**src/rtl/sdiv_pkg.sv**
```systemverilog
package sdiv_pkg;

   // Sign facts captured when an operation is accepted
   typedef struct packed {
      logic a_neg;   // dividend negative
      logic b_neg;   // divisor negative
      logic dz;      // divisor zero
   } sdiv_sign_t;

   localparam int SDIV_MIN_WIDTH = 2;

endpackage

```
**src/rtl/sdiv_operand_prep.sv**
```systemverilog
module sdiv_operand_prep
   import sdiv_pkg::*;
#(
   parameter int WIDTH = 8
) (
   input  logic [WIDTH-1:0] a_in,
   input  logic [WIDTH-1:0] b_in,
   output logic [WIDTH-1:0] a_mag,
   output logic [WIDTH-1:0] b_mag,
   output sdiv_sign_t       sign_info
);

   localparam int MSB = WIDTH - 1;

   if (WIDTH < SDIV_MIN_WIDTH) begin : g_width_chk
      $error("sdiv_operand_prep: WIDTH below minimum");
   end

   // Magnitudes are unsigned: the most negative value maps to 2**(WIDTH-1)
   always_comb begin
      sign_info.a_neg = a_in[MSB];
      sign_info.b_neg = b_in[MSB];
      sign_info.dz    = (b_in == '0);
      a_mag = a_in[MSB] ? (~a_in + 1'b1) : a_in;
      b_mag = b_in[MSB] ? (~b_in + 1'b1) : b_in;
   end

endmodule

```
**src/rtl/sdiv_mag_core.sv**
```systemverilog
module sdiv_mag_core #(
   parameter int WIDTH = 8
) (
   input  logic             clk,
   input  logic             rst_n,
   input  logic             load,
   input  logic [WIDTH-1:0] a_mag,
   input  logic [WIDTH-1:0] b_mag,
   output logic             busy,
   output logic             done,
   output logic [WIDTH-1:0] quo_mag,
   output logic [WIDTH-1:0] rem_mag
);

   localparam int CNT_W = (WIDTH > 1) ? $clog2(WIDTH) : 1;
   localparam logic [CNT_W-1:0] LAST = CNT_W'(WIDTH - 1);

   if (WIDTH < 2) begin : g_width_chk
      $error("sdiv_mag_core: WIDTH must be at least 2");
   end

   logic [WIDTH-1:0] div_q;
   logic [WIDTH-1:0] rem_q;
   logic [WIDTH-1:0] quo_q;
   logic [CNT_W-1:0] cnt_q;
   logic             busy_q;
   logic             done_q;

   logic [WIDTH:0]   partial;
   logic [WIDTH:0]   diff;
   logic             take;

   // One restoring step: bring down the next dividend bit, try to subtract
   always_comb begin
      partial = {rem_q, quo_q[WIDTH-1]};
      diff    = partial - {1'b0, div_q};
      take    = ~diff[WIDTH];
   end

   always_ff @(posedge clk or negedge rst_n) begin
      if (!rst_n) begin
         div_q  <= '0;
         rem_q  <= '0;
         quo_q  <= '0;
         cnt_q  <= '0;
         busy_q <= 1'b0;
         done_q <= 1'b0;
      end else begin
         done_q <= 1'b0;
         if (busy_q) begin
            rem_q <= take ? diff[WIDTH-1:0] : partial[WIDTH-1:0];
            quo_q <= {quo_q[WIDTH-2:0], take};
            if (cnt_q == LAST) begin
               busy_q <= 1'b0;
               done_q <= 1'b1;
            end else begin
               cnt_q <= cnt_q + 1'b1;
            end
         end else if (load) begin
            div_q  <= b_mag;
            rem_q  <= '0;
            quo_q  <= a_mag;
            cnt_q  <= '0;
            busy_q <= 1'b1;
         end
      end
   end

   assign busy    = busy_q;
   assign done    = done_q;
   assign quo_mag = quo_q;
   assign rem_mag = rem_q;

   // partial remainder stays below the divisor magnitude throughout the loop
   p_partial_below_div_r4: assert property (@(posedge clk) disable iff (!rst_n)
      (busy_q && div_q != '0) |-> (rem_q < div_q));

   // the loop ends in a done pulse with busy dropped
   p_done_after_busy_r1: assert property (@(posedge clk) disable iff (!rst_n)
      done_q |-> (!busy_q && $past(busy_q)));

   // divisor magnitude is frozen for the whole loop
   p_div_frozen_r2: assert property (@(posedge clk) disable iff (!rst_n)
      (busy_q && $past(busy_q)) |-> $stable(div_q));

endmodule

```
**src/rtl/sdiv_result_fix.sv**
```systemverilog
module sdiv_result_fix
   import sdiv_pkg::*;
#(
   parameter int WIDTH = 8
) (
   input  logic             clk,
   input  logic             rst_n,
   input  logic             done,
   input  logic [WIDTH-1:0] quo_mag,
   input  logic [WIDTH-1:0] rem_mag,
   input  logic [WIDTH-1:0] divisor_q,
   input  sdiv_sign_t       sign_info,
   output logic [WIDTH-1:0] quotient,
   output logic [WIDTH-1:0] remainder,
   output logic [WIDTH-1:0] modulus
);

   localparam int MSB = WIDTH - 1;

   logic             signs_differ;
   logic [WIDTH-1:0] quo_s;
   logic [WIDTH-1:0] rem_s;
   logic [WIDTH-1:0] mod_s;

   always_comb begin
      signs_differ = sign_info.a_neg ^ sign_info.b_neg;
      quo_s = signs_differ    ? (~quo_mag + 1'b1) : quo_mag;
      rem_s = sign_info.a_neg ? (~rem_mag + 1'b1) : rem_mag;
      // Modulus correction: shift a nonzero remainder across zero by the divisor
      mod_s = (signs_differ && rem_mag != '0) ? (rem_s + divisor_q) : rem_s;
      if (sign_info.dz) begin
         quotient  = '0;
         remainder = '0;
         modulus   = '0;
      end else begin
         quotient  = quo_s;
         remainder = rem_s;
         modulus   = mod_s;
      end
   end

   // a nonzero remainder carries the dividend's sign
   p_rem_sign_r4: assert property (@(posedge clk) disable iff (!rst_n)
      (done && !sign_info.dz && remainder != '0) |-> (remainder[MSB] == sign_info.a_neg));

   // a nonzero modulus carries the divisor's sign
   p_mod_sign_r5: assert property (@(posedge clk) disable iff (!rst_n)
      (done && !sign_info.dz && modulus != '0) |-> (modulus[MSB] == divisor_q[MSB]));

   // zero divisor forces every result to zero
   p_dz_zeroes_r6: assert property (@(posedge clk) disable iff (!rst_n)
      (done && sign_info.dz) |-> (quotient == '0 && remainder == '0 && modulus == '0));

endmodule

```
**src/rtl/sdiv_remmod.sv**
```systemverilog
module sdiv_remmod
   import sdiv_pkg::*;
#(
   parameter int WIDTH = 8
) (
   input  logic             clk,
   input  logic             rst_n,
   input  logic             start,
   input  logic [WIDTH-1:0] dividend,
   input  logic [WIDTH-1:0] divisor,
   output logic             busy,
   output logic             done,
   output logic [WIDTH-1:0] quotient,
   output logic [WIDTH-1:0] remainder,
   output logic [WIDTH-1:0] modulus,
   output logic             div_by_zero
);

   if (WIDTH < SDIV_MIN_WIDTH) begin : g_width_chk
      $error("sdiv_remmod: WIDTH below minimum");
   end

   logic [WIDTH-1:0] a_mag;
   logic [WIDTH-1:0] b_mag;
   sdiv_sign_t       sign_now;
   sdiv_sign_t       sign_q;
   logic [WIDTH-1:0] divisor_q;
   logic             core_busy;
   logic             core_done;
   logic             accept;
   logic [WIDTH-1:0] quo_mag;
   logic [WIDTH-1:0] rem_mag;

   assign accept = start && !core_busy;

   sdiv_operand_prep #(.WIDTH(WIDTH)) u_prep (
      .a_in      (dividend),
      .b_in      (divisor),
      .a_mag     (a_mag),
      .b_mag     (b_mag),
      .sign_info (sign_now)
   );

   // Sign facts and the signed divisor are held for the correction stage
   always_ff @(posedge clk or negedge rst_n) begin
      if (!rst_n) begin
         sign_q    <= '0;
         divisor_q <= '0;
      end else if (accept) begin
         sign_q    <= sign_now;
         divisor_q <= divisor;
      end
   end

   sdiv_mag_core #(.WIDTH(WIDTH)) u_core (
      .clk     (clk),
      .rst_n   (rst_n),
      .load    (accept),
      .a_mag   (a_mag),
      .b_mag   (b_mag),
      .busy    (core_busy),
      .done    (core_done),
      .quo_mag (quo_mag),
      .rem_mag (rem_mag)
   );

   sdiv_result_fix #(.WIDTH(WIDTH)) u_fix (
      .clk       (clk),
      .rst_n     (rst_n),
      .done      (core_done),
      .quo_mag   (quo_mag),
      .rem_mag   (rem_mag),
      .divisor_q (divisor_q),
      .sign_info (sign_q),
      .quotient  (quotient),
      .remainder (remainder),
      .modulus   (modulus)
   );

   assign busy        = core_busy;
   assign done        = core_done;
   assign div_by_zero = sign_q.dz;

   // an accepted start raises busy on the next cycle
   p_busy_after_start_r1: assert property (@(posedge clk) disable iff (!rst_n)
      (start && !busy) |=> busy);

   // done lasts a single cycle
   p_done_single_r1: assert property (@(posedge clk) disable iff (!rst_n)
      done |=> !done);

   // captured operand facts do not move while the loop runs
   p_hold_operands_r2: assert property (@(posedge clk) disable iff (!rst_n)
      (busy && $past(busy)) |-> ($stable(divisor_q) && $stable(sign_q)));

   // idle block never reports done without a preceding loop
   p_no_spurious_done_r8: assert property (@(posedge clk) disable iff (!rst_n)
      (!busy && !$past(busy)) |-> !done);

endmodule

```
**config.mk**
```make
export PLATFORM = sky130hd
export DESIGN_NAME = sdiv_remmod
export DESIGN_NICKNAME = d
export VERILOG_FILES = /design/src/rtl/sdiv_pkg.sv /design/src/rtl/sdiv_operand_prep.sv /design/src/rtl/sdiv_mag_core.sv /design/src/rtl/sdiv_result_fix.sv /design/src/rtl/sdiv_remmod.sv
export SDC_FILE = /design/constraint.sdc
export NUM_CORES = 1
export LEC_CHECK = 0
export CAP_MARGIN = 20
export CORE_UTILIZATION = 35
export DETAILED_ROUTE_END_ITERATION = 16
export PLACE_DENSITY = 0.66
export SLEW_MARGIN = 20
export SYNTH_ARGS = -nofsm -noshare
export SYNTH_HDL_FRONTEND = slang
export SYNTH_SLANG_ARGS = --single-unit
export TNS_END_PERCENT = 30
```
**constraint.sdc**
```tcl
create_clock -name clk -period 3.2 [get_ports clk]
set_input_delay 0.32 -clock clk [delete_from_list [all_inputs] [get_ports clk]]
set_output_delay 0.32 -clock clk [all_outputs]
set_load 0.03 [all_outputs]
```
==> summary.md, run 1 <==
| Metric | Value |
|---|---|
| Status | finished, violations left |
| Failing checks | design-rule violations, negative setup slack |
| Required @ worst endpoint | 2.88 ns |
| Crit path time final | 3.29 ns |
| Post-CTS Hold Buffers | 0 |
| CP arrival | 2.97 ns |
| All-layer global routing usage | 16.8% |
| Max Buffers Root-to-Sink | 2 |
| Grt ovf | 0 |
| Final period util | 103% |
| Worst Setup Path Type | register to output port |
| Largest net degree at the start of global routing | 39 |
| Worst setup SP type | register |
| YS warnings | 0 |
| Sequential area share after synthesis | 30.5% |
| Synthesis-stage register bit count | 38 |
| WL/cell | 14.1 um |
| Initial core utilization | 35.9% |
| Unrepaired setup endpoints after global routing | yes |
| Core area | 0.00868 mm2 |
| Synthesized instance count | 365 |
| GPL Wtd Cong | 0.857 |
| Clock transition at path regs | 0.07 ns |
| Cells after DPL | 533 |
| Mapped Area | 0.00311 mm2 |
| Layout cells sized above 1 | 18.6% |
| DR vias | 2,862 |
| # IOs | 46 |
| Aggregate routed wire length | 7.66 mm |
| Pre-CTS WS | -0.212 ns |
| First-pass GRT wire length | 12.0 mm |
| Slew HR | 38.7% |
| Worst setup margin | -0.0949 ns |
| Antenna cell count | 0 |
| Crit-path max FO | 3 |
| Final hold vios | 0 |
| DPL Wire Length | 5.76 mm |
| H-tree levels | 2 |
| Max Cap Violations | 0 |
| Routed Antenna Nets | 0 |
| Worst Max-Slew Pin Slew | 0.918 ns |
| Total die area | 0.00928 mm2 |
| Clock sink total | 38 |
| Commonest non-fill, non-tap cell in the layout | dfrtp_1 |
| Initial antenna violation count | 0 |
| DRC | 1 |
| Post-Route Skew | 0.00353 ns |
| Syn Area/Cell | 8.53 um2 |
| Layout Utilization | 46.8% |
| Num CTS Buffers | 5 |
| Worst min path class | primary input to asynchronous set/reset pin |
| Routed vias/inst | 5.26 |
| Max Fclk | 303 MHz |
| Commonest non-fill, non-tap cells in the layout | dfrtp_1 (38), clkdlybuf4s50_1 (37), buf_4 (36) |
| Top_reg_cell synth | dfrtp_1 |
| Syn_nets | 407 |
| DRT iter0 DRCs | 141 |
| Layout Cells excl Fill | 544 |
| Vias in the first global route | 2,558 |
| Final nets | 477 |
| Pre-antenna DRT Iters | 10 |
| Post-synth EDFFs | 0 |
| Area growth syn-to-layout | 30.5% |
| Final setup vio count | 2 |
| Chip width | 96.3 um |
| CTS tree | done |
| Slew Viols, Final | 0 |
| CP endpoint kind | output port |
| Die height | 96.3 um |
| Row count | 34 |
| CTS root buf | clkbuf_8 |
| Synth cell types | 58 |
| Insertion delay to the later sink of the worst-skew pair | 0.29 ns |
| WHS | 0.138 ns |
| IO buf count | 45 |
| Asr flop ratio synth | 100% |
## logic make-up after synthesis
family / after synthesis / synth area share, %
simple gates: 114 / 18.0
compound gates: 99 / 21.3
buf+inv: 42 / 5.22
flops: 38 / 30.5
xor+xnor: 29 / 8.16
fa+ha+maj: 23 / 9.72
mux: 20 / 7.03
## final timing paths
kind / from / to / slack [ns] / cells past startpoint
max in group asynchronous: rst_n / divisor_q[5] / 2.52 / 1
min reg2reg: u_core.div_q[1] / u_core.div_q[1] / 0.48 / 2
max: u_core.rem_mag[1] / modulus[7] / -0.09 / 11
min: rst_n / u_core.quo_mag[4] / 0.14 / 1
min in group clk: u_core.div_q[1] / u_core.div_q[1] / 0.48 / 2
max reg2reg: u_core.quo_mag[7] / u_core.rem_mag[1] / 0.51 / 9
## worst max-delay path, stage by stage (launching register included)
cell and delay, ns:
dfrtp_1 0.39, buf_4 0.15, or3_4 0.38, o31ai_4 0.23, xnor2_1 0.14, ha_1 0.36, nand2_4 0.07, o21a_1 0.20
o31ai_2 0.07, mux2i_1 0.26, mux2_4 0.32, buf_6 0.14
## metal layers
metal / up-vias / global-route usage, % / part of all wire [%]
met1: 1339 / 20.6 / 44
met5: - / 0 / 0
li1: 1435 / - / -
met3: 20 / 2.29 / 3.3
met4: 0 / 5.51 / 2.7
met2: 68 / 30.3 / 50
## through the flow
stage | TNS (ns) | instance area (um2)
finish | -0.154 | 4060
global route | -0.371 | 4060
CTS | -0.286 | 3950
detailed placement | -0.212 | 3850
global placement | -0.176 | 3850
floorplan | 0 | 3110
## Yosys cell counts (all sizes together), types with 2 or more instances
cell type / instances / area share [%]
a21oi: 16 / 2.6
a211oi: 6 / 1.6
nand4: 2 / 0.40
o31ai: 8 / 1.9
a31o: 3 / 0.84
nand2b: 8 / 1.7
inv: 26 / 3.1
nand3: 3 / 0.48
ha: 21 / 8.4
dfrtp: 38 / 31
nor4: 4 / 0.80
mux2i: 11 / 3.7
fa: 2 / 1.3
o21a: 6 / 1.4
nor3b: 2 / 0.48
nor2: 28 / 3.4
mux2: 9 / 3.4
xor2: 14 / 3.9
nor3: 12 / 2.1
xnor2: 15 / 4.2
or3: 7 / 1.4
nor2b: 11 / 2.2
a22o: 2 / 0.56
o41ai: 3 / 0.84
buf: 2 / 0.40
clkbuf: 13 / 1.6
o21ai: 34 / 5.5
a21o: 4 / 0.96
nand2: 33 / 4.0
## sequential cells by signal, summed over array words and instances, names as in the netlist
name / flops
sign_q: 2
u_core.cnt_q: 3
divisor_q: 6
u_core.rem_mag: 8
div_by_zero: 1
u_core.quo_mag: 8
u_core.busy: 1
u_core.done: 1
u_core.div_q: 8
## final cells by class
class	count	area, um2
well taps	108	135
repair buffers	78	679
clock inverters	1	5.00
multi-input cells	285	2110
clock buffers	7	86.3
flip-flops and latches	38	951
inverters	27	101
fillers	856	4610
## repair_timing
action	4_1_cts	5_1_grt
gates cloned	0	0
resized for setup	8	26
buffers inserted	0	3
pin swaps	0	11
endpoints found under the setup margin	5	5
Power of run 1 is not shown: default switching activity piles up to over one toggle a cycle in this logic, so the estimate is an artifact.
==> run 2: changes to the inputs <==
Settings changed: ABC_CLOCK_PERIOD_IN_PS set to 3250, CORE_UTILIZATION 35 to 55, PLACE_DENSITY 0.66 to 0.91.
Clock period 3.2 ns to 3.25 ns, I/O delays scaled along.
==> summary.md, run 2 (synthesized netlist as in run 1, its figures left out) <==
| Metric | Value |
|---|---|
| Slew Viols, Final | 0 (unchanged) |
| Total die area | 0.00597 mm2 (-36%) |
| Crit path time final | 3.41 ns |
| Worst setup SP type | register |
| Unrepaired setup endpoints after global routing | yes |
| Num CTS Buffers | 5 (unchanged) |
| Chip width | 77.2 um (-20%) |
| Worst min path class | primary input to asynchronous set/reset pin |
| Reg2Reg Capture Point | u_core.rem_mag[1] |
| IO buf count | 45 (unchanged) |
| # IOs | 46 (unchanged) |
| Slack of the worst reg-to-reg path | 0.40 ns (-0.11 ns) |
| All-layer global routing usage | 29.9% (+13 points) |
| Worst setup margin | -0.157 ns (-0.0624 ns) |
| Area growth syn-to-layout | 28.2% |
| Layout cells sized above 1 | 17.7% (-0.84 points) |
| Status | finished, violations left |
| H-tree levels | 2 (unchanged) |
| Clock sink total | 38 (unchanged) |
| Worst Setup Path Type | register to output port |
| CP max stage cell | dfrtp_1 |
| Top cell by count, worst path | o31ai_2 |
| Clock transition at path regs | 0.08 ns (about the same) |
| Aggregate routed wire length | 9.07 mm (+18%) |
| Slew HR | 38.2% (-0.49 points) |
| Routed Antenna Nets | 0 (unchanged) |
| Commonest non-fill, non-tap cells in the layout | dfrtp_1 (37), clkdlybuf4s50_1 (37), buf_4 (33) |
| CP peak stage delay | 0.40 ns (about the same) |
| Layout Utilization | 73.0% (+26 points) |
| DRT iter0 DRCs | 278 (+97%) |
| Cell Chain, Critical Path | buf_4 -> or3_1 -> o31ai_2 -> xnor2_1 -> ha_1 -> nand2_4 -> o21a_1 -> o31ai_2 -> mux2i_1 -> mux2_4 -> buf_6 |
| Max Cap Violations | 0 (unchanged) |
| Row count | 27 (-21%) |
| WL/cell | 17.9 um (+27%) |
| Initial core utilization | 56.9% (+21 points) |
| Final period util | 105% |
| CTS tree | done |
| Post-Route Skew | 0.0107 ns (+0.00713 ns) |
| Final setup vio count | 2 (unchanged) |
| DPL Wire Length | 5.99 mm (+3.9%) |
| Final hold vios | 0 (unchanged) |
| Final nets | 475 (-0.42%) |
| WHS | 0.137 ns (-0.000855 ns) |
| Grt ovf | 0 (unchanged) |
| Antenna cell count | 0 (unchanged) |
| Crit-path max FO | 3 (unchanged) |
| Pre-antenna DRT Iters | 5 (-5) |
| Launching point of the worst reg2reg path | u_core.quo_mag[7] |
| Worst Max-Slew Pin Slew | 0.925 ns (+0.00738 ns) |
| Vias in the first global route | 3,078 (+20%) |
| First-pass GRT wire length | 14.0 mm (+17%) |
| Post-CTS Hold Buffers | 0 (unchanged) |
| Max Buffers Root-to-Sink | 2 (unchanged) |
| Failing checks | negative setup slack |
| DR vias | 3,196 (+12%) |
| Reg2Reg Depth | 9 (unchanged) |
| Die height | 77.2 um (-20%) |
| Core area | 0.00547 mm2 (-37%) |
| Initial antenna violation count | 0 (unchanged) |
| Max Fclk | 293 MHz |
| Layout filler cell count | 379 (-56%) |
| Required @ worst endpoint | 2.92 ns (+0.04 ns) |
| Insertion delay to the later sink of the worst-skew pair | 0.30 ns (about the same) |
| GPL Wtd Cong | 0.925 (+7.9%) |
| CTS root buf | clkbuf_8 |
| CP arrival | 3.08 ns (+0.11 ns) |
| Largest net degree at the start of global routing | 39 (unchanged) |
| Routed vias/inst | 6.32 (+20%) |
| DRC | 0 (-1) |
| CP endpoint kind | output port |
==> run 2: routing by layer <==
layer | up-vias | part of all wire, % | wire (um) | GRT usage [%]
met3 | 51 | 7.6 | 685 | 4.52
met5 | - | 0 | 0 | 0
met1 | 1513 | 39 | 3510 | 34.1
li1 | 1443 | - | - | -
met2 | 189 | 48 | 4390 | 52.3
met4 | 0 | 5.4 | 489 | 17.7
==> run 2: worst max path at each step <==
stage	endpoint	from	slack [ns]	depth (start not counted)
after CTS	modulus[7]	u_core.rem_mag[1]	-0.20	13
after detailed placement	modulus[7]	u_core.rem_mag[1]	-0.28	12
final	modulus[7]	u_core.rem_mag[1]	-0.16	11
after global placement	modulus[7]	u_core.rem_mag[0]	-0.13	12
after floorplan	modulus[6]	u_core.rem_mag[0]	0.08	11
after global routing	modulus[7]	u_core.rem_mag[1]	-0.23	11
==> run 2: layout make-up <==
cell class,count,area [um2],share of cell area [%]
Tap cell,72,90.1,2.26
Sequential cell,38,952,23.8
Timing Repair Buffer,76,671,16.8
Inverter,27,101,2.54
Multi-Input combinational cell,285,2080,52.2
Clock buffer,6,82.6,2.07
Clock inverter,2,12.5,0.313
==> run 2: worst max-delay path, delay by kind of cell, from the launching register on <==
family	cells	cell delay, ns
simple gates	2	0.47
buf+inv	2	0.29
flops	1	0.40
fa+ha+maj	1	0.37
xor+xnor	1	0.13
mux	2	0.62
compound gates	3	0.50
==> run 2: timing repair <==
item,in CTS,in global routing
resized for setup,14,21
setup endpoints to repair,5,6
pin swaps,3,3
buffers inserted,1,2
==> run 2: metrics by stage <==
stage	area, um2	setup slack [ns]	TNS (ns)	std cells
after floorplan	3110	0.0806	0	365
after global placement	3790	-0.128	-0.128	495
after detailed placement	3790	-0.284	-0.284	495
after CTS	3910	-0.202	-0.202	504
after global routing	3990	-0.234	-0.391	506
final	3990	-0.157	-0.261	506
Power of run 2 is left out for the same reason.
